==> config.mk <==
export PLATFORM = sky130hd
export DESIGN_NAME = dram_rowbuf_seq
export DESIGN_NICKNAME = d
export VERILOG_FILES = /design/src/rtl/drs_pkg.sv /design/src/rtl/drs_addr_map.sv /design/src/rtl/drs_bank_table.sv /design/src/rtl/drs_cmd_fsm.sv /design/src/rtl/dram_rowbuf_seq.sv
export SDC_FILE = /design/constraint.sdc
export NUM_CORES = 1
export LEC_CHECK = 0
export BUFFER_PORTS_ARGS = -buffer_cell sky130_fd_sc_hd__buf_2
export CELL_PAD_IN_SITES_DETAIL_PLACEMENT = 1
export CELL_PAD_IN_SITES_GLOBAL_PLACEMENT = 2
export CORE_MARGIN = 3
export CORE_UTILIZATION = 38
export DETAILED_ROUTE_END_ITERATION = 10
export PLACE_DENSITY = 0.94
export SLEW_MARGIN = 10
export SYNTH_ARGS = -nofsm -noshare
export SYNTH_HDL_FRONTEND = slang
export SYNTH_SLANG_ARGS = --single-unit
==> constraint.sdc <==
create_clock -name clk -period 5.41 [get_ports clk]
set_clock_uncertainty 0.05 [all_clocks]
set_input_delay 0.2705 -clock clk [delete_from_list [all_inputs] [get_ports clk]]
set_output_delay 0.2705 -clock clk [all_outputs]
set_load 0.05 [all_outputs]
==> src/rtl/drs_pkg.sv <==
package drs_pkg;

    typedef enum logic [1:0] {
        CMD_PRE = 2'd0,
        CMD_ACT = 2'd1,
        CMD_COL = 2'd2
    } cmd_e;

    typedef enum logic [1:0] {
        ACC_HIT      = 2'd0,
        ACC_MISS     = 2'd1,
        ACC_CONFLICT = 2'd2
    } acc_e;

    typedef enum logic [2:0] {
        FS_IDLE,
        FS_PRE,
        FS_ACT,
        FS_COL,
        FS_WAIT,
        FS_CLOSE
    } fsm_e;

    function automatic acc_e classify(input logic is_open, input logic same_row);
        if (!is_open)
            return ACC_MISS;
        else if (same_row)
            return ACC_HIT;
        else
            return ACC_CONFLICT;
    endfunction

    function automatic fsm_e entry_state(input acc_e cls);
        case (cls)
            ACC_HIT:  return FS_COL;
            ACC_MISS: return FS_ACT;
            default:  return FS_PRE;
        endcase
    endfunction

endpackage

==> src/rtl/drs_addr_map.sv <==
module drs_addr_map #(
    parameter int ROW_W     = 8,
    parameter int BANK_BITS = 2,
    parameter int COL_W     = 6,
    localparam int ADDR_W   = ROW_W + BANK_BITS + COL_W
) (
    input  logic [ADDR_W-1:0]    addr,
    output logic [BANK_BITS-1:0] bank,
    output logic [ROW_W-1:0]     row,
    output logic [COL_W-1:0]     col
);
    logic [BANK_BITS-1:0] bank_field;
    logic [BANK_BITS-1:0] perm_bits;

    assign col        = addr[COL_W-1:0];
    assign bank_field = addr[COL_W +: BANK_BITS];
    assign row        = addr[COL_W+BANK_BITS +: ROW_W];

    generate
        if (ROW_W >= BANK_BITS) begin : g_perm
            assign perm_bits = row[BANK_BITS-1:0];
        end else begin : g_perm_short
            assign perm_bits = BANK_BITS'(row);
        end
    endgenerate

    assign bank = bank_field ^ perm_bits;
endmodule

==> src/rtl/drs_bank_table.sv <==
module drs_bank_table #(
    parameter int BANK_BITS = 2,
    parameter int ROW_W     = 8,
    localparam int NBANK    = 1 << BANK_BITS
) (
    input  logic                 clk,
    input  logic                 rst,
    input  logic [BANK_BITS-1:0] look_bank,
    output logic                 look_open,
    output logic [ROW_W-1:0]     look_row,
    input  logic                 set_en,
    input  logic [BANK_BITS-1:0] set_bank,
    input  logic [ROW_W-1:0]     set_row,
    input  logic                 clr_en,
    input  logic [BANK_BITS-1:0] clr_bank
);
    logic [NBANK-1:0] open_q;
    logic [ROW_W-1:0] row_q [NBANK];

    generate
        for (genvar b = 0; b < NBANK; b++) begin : g_bank
            always_ff @(posedge clk) begin
                if (rst) begin
                    open_q[b] <= 1'b0;
                    row_q[b]  <= '0;
                end else if (set_en && set_bank == BANK_BITS'(b)) begin
                    open_q[b] <= 1'b1;
                    row_q[b]  <= set_row;
                end else if (clr_en && clr_bank == BANK_BITS'(b)) begin
                    open_q[b] <= 1'b0;
                end
            end
        end
    endgenerate

    assign look_open = open_q[look_bank];
    assign look_row  = row_q[look_bank];

    // an activate only targets a bank that holds no open row
    a_r4_act_on_idle_bank: assert property (@(posedge clk) disable iff (rst)
        set_en |-> !open_q[set_bank]);

    // a precharge only targets a bank that has an open row
    a_r5_pre_on_open_bank: assert property (@(posedge clk) disable iff (rst)
        clr_en |-> open_q[clr_bank]);
endmodule

==> src/rtl/drs_cmd_fsm.sv <==
module drs_cmd_fsm
    import drs_pkg::*;
#(
    parameter int T_PRE = 3,
    parameter int T_ACT = 3,
    parameter int T_COL = 2,
    localparam int T_MAX = (T_PRE > T_ACT) ? ((T_PRE > T_COL) ? T_PRE : T_COL)
                                           : ((T_ACT > T_COL) ? T_ACT : T_COL),
    localparam int CNT_W = $clog2(T_MAX + 1)
) (
    input  logic clk,
    input  logic rst,
    input  logic start,
    input  fsm_e first_st,
    input  logic close_pol,
    output logic idle,
    output logic cmd_valid,
    output cmd_e cmd_code
);
    fsm_e             state_q, resume_q;
    logic [CNT_W-1:0] cnt_q;

    assign idle = (state_q == FS_IDLE);

    always_comb begin
        cmd_valid = 1'b1;
        cmd_code  = CMD_PRE;
        case (state_q)
            FS_PRE, FS_CLOSE: cmd_code = CMD_PRE;
            FS_ACT:           cmd_code = CMD_ACT;
            FS_COL:           cmd_code = CMD_COL;
            default:          cmd_valid = 1'b0;
        endcase
    end

    always_ff @(posedge clk) begin
        if (rst) begin
            state_q  <= FS_IDLE;
            resume_q <= FS_IDLE;
            cnt_q    <= '0;
        end else begin
            case (state_q)
                FS_IDLE: if (start) state_q <= first_st;
                FS_PRE: begin
                    state_q  <= FS_WAIT;
                    resume_q <= FS_ACT;
                    cnt_q    <= CNT_W'(T_PRE - 1);
                end
                FS_ACT: begin
                    state_q  <= FS_WAIT;
                    resume_q <= FS_COL;
                    cnt_q    <= CNT_W'(T_ACT - 1);
                end
                FS_COL: begin
                    state_q  <= FS_WAIT;
                    resume_q <= close_pol ? FS_CLOSE : FS_IDLE;
                    cnt_q    <= CNT_W'(T_COL - 1);
                end
                FS_CLOSE: begin
                    state_q  <= FS_WAIT;
                    resume_q <= FS_IDLE;
                    cnt_q    <= CNT_W'(T_PRE - 1);
                end
                FS_WAIT: begin
                    if (cnt_q == CNT_W'(1)) state_q <= resume_q;
                    else                    cnt_q   <= cnt_q - 1'b1;
                end
                default: state_q <= FS_IDLE;
            endcase
        end
    end

    // every command is followed by at least one quiet cycle (delays >= 2)
    a_r8_cmd_spacing: assert property (@(posedge clk) disable iff (rst)
        cmd_valid |=> !cmd_valid);

    // the wait counter never idles at zero while waiting
    a_r8_wait_nonzero: assert property (@(posedge clk) disable iff (rst)
        (state_q == FS_WAIT) |-> (cnt_q != '0));
endmodule

==> src/rtl/dram_rowbuf_seq.sv <==
module dram_rowbuf_seq
    import drs_pkg::*;
#(
    parameter int ROW_W     = 8,
    parameter int BANK_BITS = 2,
    parameter int COL_W     = 6,
    parameter int T_PRE     = 3,
    parameter int T_ACT     = 3,
    parameter int T_COL     = 2,
    localparam int ADDR_W   = ROW_W + BANK_BITS + COL_W
) (
    input  logic                 clk,
    input  logic                 rst,
    input  logic                 req_valid,
    output logic                 req_ready,
    input  logic [ADDR_W-1:0]    req_addr,
    input  logic                 req_write,
    input  logic                 close_page,
    output logic                 cmd_valid,
    output logic [1:0]           cmd_code,
    output logic [BANK_BITS-1:0] cmd_bank,
    output logic [ROW_W-1:0]     cmd_row,
    output logic [COL_W-1:0]     cmd_col,
    output logic                 cmd_write,
    output logic                 done_valid,
    output logic [1:0]           done_status
);
    logic [BANK_BITS-1:0] m_bank, q_bank, look_bank;
    logic [ROW_W-1:0]     m_row, q_row, look_row;
    logic [COL_W-1:0]     m_col, q_col;
    logic                 q_write, q_close, look_open, fsm_idle, accept, fsm_cmd_valid;
    acc_e                 cls, q_status;
    cmd_e                 fsm_code;

    drs_addr_map #(.ROW_W(ROW_W), .BANK_BITS(BANK_BITS), .COL_W(COL_W)) map_i (
        .addr(req_addr), .bank(m_bank), .row(m_row), .col(m_col)
    );

    assign look_bank = fsm_idle ? m_bank : q_bank;

    drs_bank_table #(.BANK_BITS(BANK_BITS), .ROW_W(ROW_W)) table_i (
        .clk(clk), .rst(rst),
        .look_bank(look_bank), .look_open(look_open), .look_row(look_row),
        .set_en(fsm_cmd_valid && fsm_code == CMD_ACT), .set_bank(q_bank), .set_row(q_row),
        .clr_en(fsm_cmd_valid && fsm_code == CMD_PRE), .clr_bank(q_bank)
    );

    assign cls       = classify(look_open, look_row == m_row);
    assign req_ready = fsm_idle;
    assign accept    = req_valid && fsm_idle;

    drs_cmd_fsm #(.T_PRE(T_PRE), .T_ACT(T_ACT), .T_COL(T_COL)) fsm_i (
        .clk(clk), .rst(rst), .start(accept), .first_st(entry_state(cls)),
        .close_pol(q_close), .idle(fsm_idle), .cmd_valid(fsm_cmd_valid), .cmd_code(fsm_code)
    );

    always_ff @(posedge clk) begin
        if (rst) begin
            q_bank   <= '0;
            q_row    <= '0;
            q_col    <= '0;
            q_write  <= 1'b0;
            q_close  <= 1'b0;
            q_status <= ACC_HIT;
        end else if (accept) begin
            q_bank   <= m_bank;
            q_row    <= m_row;
            q_col    <= m_col;
            q_write  <= req_write;
            q_close  <= close_page;
            q_status <= cls;
        end
    end

    assign cmd_valid   = fsm_cmd_valid;
    assign cmd_code    = fsm_code;
    assign cmd_bank    = q_bank;
    assign cmd_row     = q_row;
    assign cmd_col     = q_col;
    assign cmd_write   = q_write;
    assign done_valid  = fsm_cmd_valid && fsm_code == CMD_COL;
    assign done_status = q_status;

    // no request can be taken while a command is on the bus
    a_r8_ready_quiet: assert property (@(posedge clk) disable iff (rst)
        cmd_valid |-> !req_ready);

    // a column command always addresses the row open in its bank
    a_r3_col_open_row: assert property (@(posedge clk) disable iff (rst)
        (cmd_valid && cmd_code == CMD_COL) |-> (look_open && look_row == cmd_row));

    // a hit's column command follows acceptance in the very next cycle
    a_r3_hit_next_cycle: assert property (@(posedge clk) disable iff (rst)
        (done_valid && done_status == ACC_HIT) |-> $past(req_valid && req_ready));

    // the status pulse never appears without a column command
    a_r9_done_on_col: assert property (@(posedge clk) disable iff (rst)
        done_valid |-> (cmd_valid && cmd_code == CMD_COL));
endmodule

==> impl_metrics.yaml, run 1 <==
grt:
  overflow: 0
  grt_pass1_wl_um: 13300
  track_usage: 0.197
  grt_max_degree: 33
  grt_pass1_vias: 2526
  antenna_found_initial: 0
drt:
  drtAntennaViolNets: 0
  detailroute.via_count: 2442
  viasPerCell: 5.41
  totalWireLength_um: 8240
  drt_iter0_markers: 101
  remaining_drc_errors: 0
  firstDrtPassIters: 4
  wl_per_cell_um: 18.3
synthesis:
  syn-cell-area_mm2: 0.00303
  yosys_warnings: 0
  async_reset_ff_frac: 0
  synth_cell_types: 42
  syn_area_per_cell_um2: 9.89
  seq_area_frac_synth: 0.529
  synth_nets: 328
  synth_top_flop_cell: "edfxtp_1"
  ys_seq_elements: 64
  syn_inst: 306
  synth_edf_count: 32
clock_tree:
  htree_levels: 3
  ctsHoldBuffers: 0
  cts_tree: "done"
  clk_path_buf_depth: 2
  numCtsBuffers: 9
  post_cts_resized: 0
  clkLatencyLatePin_ps: 340
  clkTransAtPathRegs_ps: 80
  root_buffer: "clkbuf_8"
  cts_setup_buffers: 0
  cts.sinks: 64
setup_path:
  crit_path_start_kind: "register"
  cp.required_ps: 5640
  worstPathArrival_ps: 3590
  critical_path_class: "register to register"
  crit_path_end_kind: "register"
  cp_max_fo: 19
layout:
  fillers: 846
  seq_area_mm2: 0.00160
  nets: 369
  area_growth_pct: 16.8
  layout-drive-gt1-share: 0.188
  multi_input_area_mm2: 0.00135
  antenna_cells: 0
die:
  start_util: 0.404
  die_h_um: 95.2
  rows: 31
  core_area_mm2: 0.00749
  io_pins: 45
  die-area_mm2: 0.00907
  fp.dieW_um: 95.2
sta:
  fmax_mhz: 298
  slew_headroom: 0.307
  setup_tns_ps: 0
  final_max_slew_viol_count: 0
  worst_pin_slew_ps: 1030
  finalHoldViolations: 0
  holdWs_ps: 112
  fin_crit_ps: 3360
  finalSetupViolCount: 0
  rsz0062_at_grt: "false"
  post-route-period-util: 0.621
power_and_ir_drop:
  ir_worst_vdd_mv: 0.176
  p_per_area_mw_per_mm2: 472
  p_leak_nw: 1.44
  total_power_mw: 1.67
placement:
  portBuffers: 44
  hpwl_um: 5560
  place_congestion: 0.811
hold_path:
  hp-class: "input pin to register"
run:
  drv_cap: 0
outcome:
  outcome: "finished clean"
## synthesized netlist by cell type, types with 2 or more instances
library cell | n | area [um2]
nor4_1 | 2 | 12.5
xor2_1 | 2 | 17.5
nor3_1 | 7 | 35.0
a21oi_1 | 25 | 125
o31ai_1 | 4 | 30.0
clkbuf_1 | 13 | 48.8
nor2_1 | 27 | 101
o22ai_1 | 2 | 12.5
a22o_1 | 3 | 26.3
and2_1 | 35 | 219
dfxtp_1 | 32 | 641
nand3_1 | 6 | 30.0
a211o_1 | 2 | 17.5
edfxtp_1 | 32 | 961
a31oi_1 | 2 | 12.5
o211ai_1 | 2 | 15.0
o21bai_1 | 3 | 22.5
o21ai_0 | 7 | 35.0
nand2b_1 | 3 | 18.8
inv_1 | 4 | 15.0
nand2_1 | 45 | 169
mux2i_1 | 17 | 170
buf_6 | 2 | 22.5
a211oi_1 | 4 | 30.0
nor2b_1 | 2 | 12.5
or3_1 | 3 | 18.8
xnor2_1 | 5 | 43.8
## registers in the layout, summed over array words and instances (netlist names)
signal	cells
done_status	2
table_i.open_q	4
fsm_i.resume_q	3
table_i.row_q	32
fsm_i.state_q	3
cmd_write	1
cmd_row	8
cmd_bank	2
fsm_i.cnt_q	2
cmd_col	6
q_close	1
## kinds of logic after synthesis
logic type	after synthesis	share of synthesized area
AO/OA/AOI/OAI	62	0.129
AND/OR/NAND/NOR	133	0.213
adder cells (fa/ha/maj)	1	0.00413
buffers and inverters	19	0.0285
multiplexers	20	0.0749
XOR/XNOR	7	0.0203
flip-flops	64	0.529
## report_power, final
group,total [mW],switching (mW),internal [mW]
logic,0.564,0.383,0.181
clock network,0.457,0.197,0.260
registers,0.648,0.0704,0.577
total,1.67,0.650,1.02
## metrics by stage
| stage | std cells | worst slack [ps] | area [um2] | utilization |
|---|---|---|---|---|
| finish | 451 | 2050 | 3530 | 0.472 |
| CTS | 451 | 2020 | 3530 | 0.472 |
| detailed placement | 435 | 2040 | 3320 | 0.443 |
| global placement | 435 | 2160 | 3320 | 0.443 |
| floorplan | 306 | 2450 | 3030 | - |
| global route | 451 | 1770 | 3530 | 0.472 |
## worst paths after layout
check	from	to	slack, ps	depth (start not counted)
worst max-delay path	fsm_i.state_q[0]	fsm_i.state_q[1]	2050	8
worst min-delay path	req_addr[2]	cmd_col[2]	110	3
worst max register to register	fsm_i.state_q[0]	fsm_i.state_q[1]	2050	8
worst min register to register	cmd_col[3]	cmd_col[3]	410	2
## layout make-up
class,count,share of cell area
clock buffer,9,0.0351
clock inverter,7,0.0266
inverter,4,0.00425
multi-input combinational,223,0.381
sequential,64,0.453
tap,99,0.0351
timing repair buffer,45,0.0644
## critical path, cell delays in order, from the launching register on
cell and delay [ps]:
dfxtp_1 540, nor3_4 440, mux2i_4 810, mux2i_1 220, a22o_1 270, a2111oi_0 410, o211ai_1 170, nor4_1 240
or2_1 140
## metal layers
metal,share of wire,global-route usage
met1,0.46,0.268
met4,0.015,0.0541
met2,0.48,0.318
met3,0.039,0.0410
met5,0,0
## cell usage in the layout, fill, tap and decap left out, types with 2 or more instances in the layout
| cell | count |
|---|---|
| a211o_1 | 2 |
| a211oi_1 | 4 |
| a21oi_1 | 25 |
| a22o_1 | 3 |
| a31oi_1 | 2 |
| and2_1 | 35 |
| buf_2 | 44 |
| bufinv_16 | 2 |
| clkbuf_8 | 9 |
| clkinv_1 | 2 |
| dfxtp_1 | 32 |
| edfxtp_1 | 32 |
| inv_1 | 4 |
| inv_6 | 2 |
| mux2i_1 | 17 |
| nand2_1 | 45 |
| nand2b_1 | 3 |
| nand3_1 | 6 |
| nor2_1 | 27 |
| nor2b_1 | 2 |
| nor3_1 | 7 |
| nor4_1 | 2 |
| o211ai_1 | 2 |
| o21ai_0 | 7 |
| o21bai_1 | 3 |
| o22ai_1 | 2 |
| o31ai_1 | 2 |
| o31ai_2 | 2 |
| or3_1 | 3 |
| xnor2_1 | 5 |
| xor2_1 | 2 |
(Power assumes the default switching activity.)
==> run 2, diff against run 1 <==
Settings changed: CORE_UTILIZATION 38 to 36, PLACE_DENSITY 0.94 to 0.91.
Clock period 5.41 ns to 3.5 ns, I/O delays scaled along.
==> impl_metrics.yaml, run 2 (same netlist as run 1, synthesis figures left out) <==
outcome:
  outcome: "finished clean"
power_and_ir_drop:
  p_per_area_mw_per_mm2: 738
  switchingPower_mw: 0.989
  p_comb_frac: 0.334
  seq_power_share: 0.378
  internal_power_mw: 1.66
  swShare: 0.374
  p_clk_frac: 0.289
  ir_worst_vdd_mv: 0.297
  p_leak_nw: 1.48
grt:
  track_usage: 0.179
  grt_pass1_wl_um: 13500
  antenna_found_initial: 0
  grt_pass1_vias: 2577
  overflow: 0
  grt_max_degree: 33
die:
  die_h_um: 97.7
  core_area_mm2: 0.00793
  start_util: 0.382
  fp.dieW_um: 97.7
  rows: 32
  io_pins: 45
  die-area_mm2: 0.00954
sta:
  slew_headroom: 0.501
  worst_pin_slew_ps: 743
  timing.final.ws_setup_ps: 388
  finalHoldViolations: 0
  setup_tns_ps: 0
  final_max_slew_viol_count: 0
  fin_crit_ps: 3110
  fmax_mhz: 321
  post-route-period-util: 0.889
  finalSetupViolCount: 0
  rsz0062_at_grt: "false"
placement:
  dp_slack_ps: 381
  placed_area_mm2: 0.00335
  hpwl_um: 5870
  place_congestion: 0.807
  portBuffers: 44
setup_path:
  crit_path_start_kind: "register"
  crit_path_end_kind: "register"
  cp.required_ps: 3730
  cp_slowest_cell: "mux2i_4"
  critical_path_class: "register to register"
  cpPeakStageDelay_ps: 630
  cp_max_fo: 16
  worstPathArrival_ps: 3340
  path_cells: "nor3_4 > mux2i_4 > mux2i_1 > a22o_1 > a2111oi_0 > o211ai_1 > nor4_1 > or2_1"
layout:
  layout-drive-gt1-share: 0.196
  top_register: "table_i.row_q"
  mostFrequentLayoutCells: "45 x nand2_1, 44 x buf_2, 35 x and2_1"
  fillers: 916
  layout_commonest_cell: "nand2_1"
  largest_register_ffs: 32
  final_area_mm2: 0.00359
  antenna_cells: 0
  area_growth_pct: 18.6
  nets: 375
clock_tree:
  ctsHoldBuffers: 0
  numCtsBuffers: 9
  cts.sinks: 64
  clkLatencyLatePin_ps: 340
  post_cts_resized: 0
  htree_levels: 3
  cts_setup_buffers: 0
  clkTransAtPathRegs_ps: 80
  cts_tree: "done"
  root_buffer: "clkbuf_8"
  clk_path_buf_depth: 2
drt:
  highest_layer: "met4"
  route.met3.wl_um: 211
  wl_met1_um: 3760
  viasPerCell: 5.28
  wl_per_cell_um: 17.9
  wl_met2_um: 4200
  drt_iter0_markers: 117
  firstDrtPassIters: 4
  detailroute.via_count: 2428
  drtAntennaViolNets: 0
  totalWireLength_um: 8240
  remaining_drc_errors: 0
run:
  drv_cap: 0
hold_path:
  hp-class: "input pin to register"
run 2: metrics by stage:
step           total power, mW   util  hold WS (ps)  instances
2_1_floorplan             1.67      -           261        306
3_3_place_gp              1.87  0.423           365        444
3_5_place_dp              1.90  0.423           374        444
4_1_cts                   2.67  0.453         0.640        460
5_1_grt                   2.80  0.453          11.7        460
6_report                  2.65  0.453          21.2        460
run 2: path summary, 6_finish.rpt:
check	startpoint	to	slack (ps)	cells after the start
max	fsm_i.state_q[1]	fsm_i.state_q[1]	390	8
max reg2reg	fsm_i.state_q[1]	fsm_i.state_q[1]	390	8
min reg2reg	cmd_write	cmd_write	400	2
min	close_page	q_close	20	3
run 2: power groups by stage:
| stage | clock network [mW] | registers, mW | logic, mW |
|---|---|---|---|
| 3_5_place_dp | 0 | 1.01 | 0.886 |
| 2_1_floorplan | 0 | 1.09 | 0.577 |
| 5_1_grt | 0.813 | 1.02 | 0.965 |
| 6_report | 0.764 | 0.999 | 0.884 |
| 3_3_place_gp | 0 | 1.01 | 0.862 |
| 4_1_cts | 0.778 | 1.00 | 0.893 |
run 2: worst max-delay path, delay by kind of cell (launching register included):
kind	cells	cell delay, ps
AO/OA/AOI/OAI	3	870
multiplexers	2	850
AND/OR/NAND/NOR	3	780
flip-flops	1	490
run 2: routing by layer:
| layer | GRT usage | vias to the layer above |
|---|---|---|
| li1 | - | 1177 |
| met1 | 0.228 | 1212 |
| met2 | 0.309 | 33 |
| met3 | 0.0345 | 6 |
| met4 | 0.0522 | 0 |
| met5 | 0 | - |
run 2: layout make-up:
| type | instances | area (um2) | share of cell area |
|---|---|---|---|
| Sequential cell | 64 | 1600 | 0.446 |
| Clock inverter | 7 | 110 | 0.0307 |
| Inverter | 4 | 15.0 | 0.00418 |
| Multi-Input combinational cell | 223 | 1340 | 0.373 |
| Timing Repair Buffer | 51 | 273 | 0.0760 |
| Tap cell | 102 | 128 | 0.0356 |
| Clock buffer | 9 | 124 | 0.0345 |
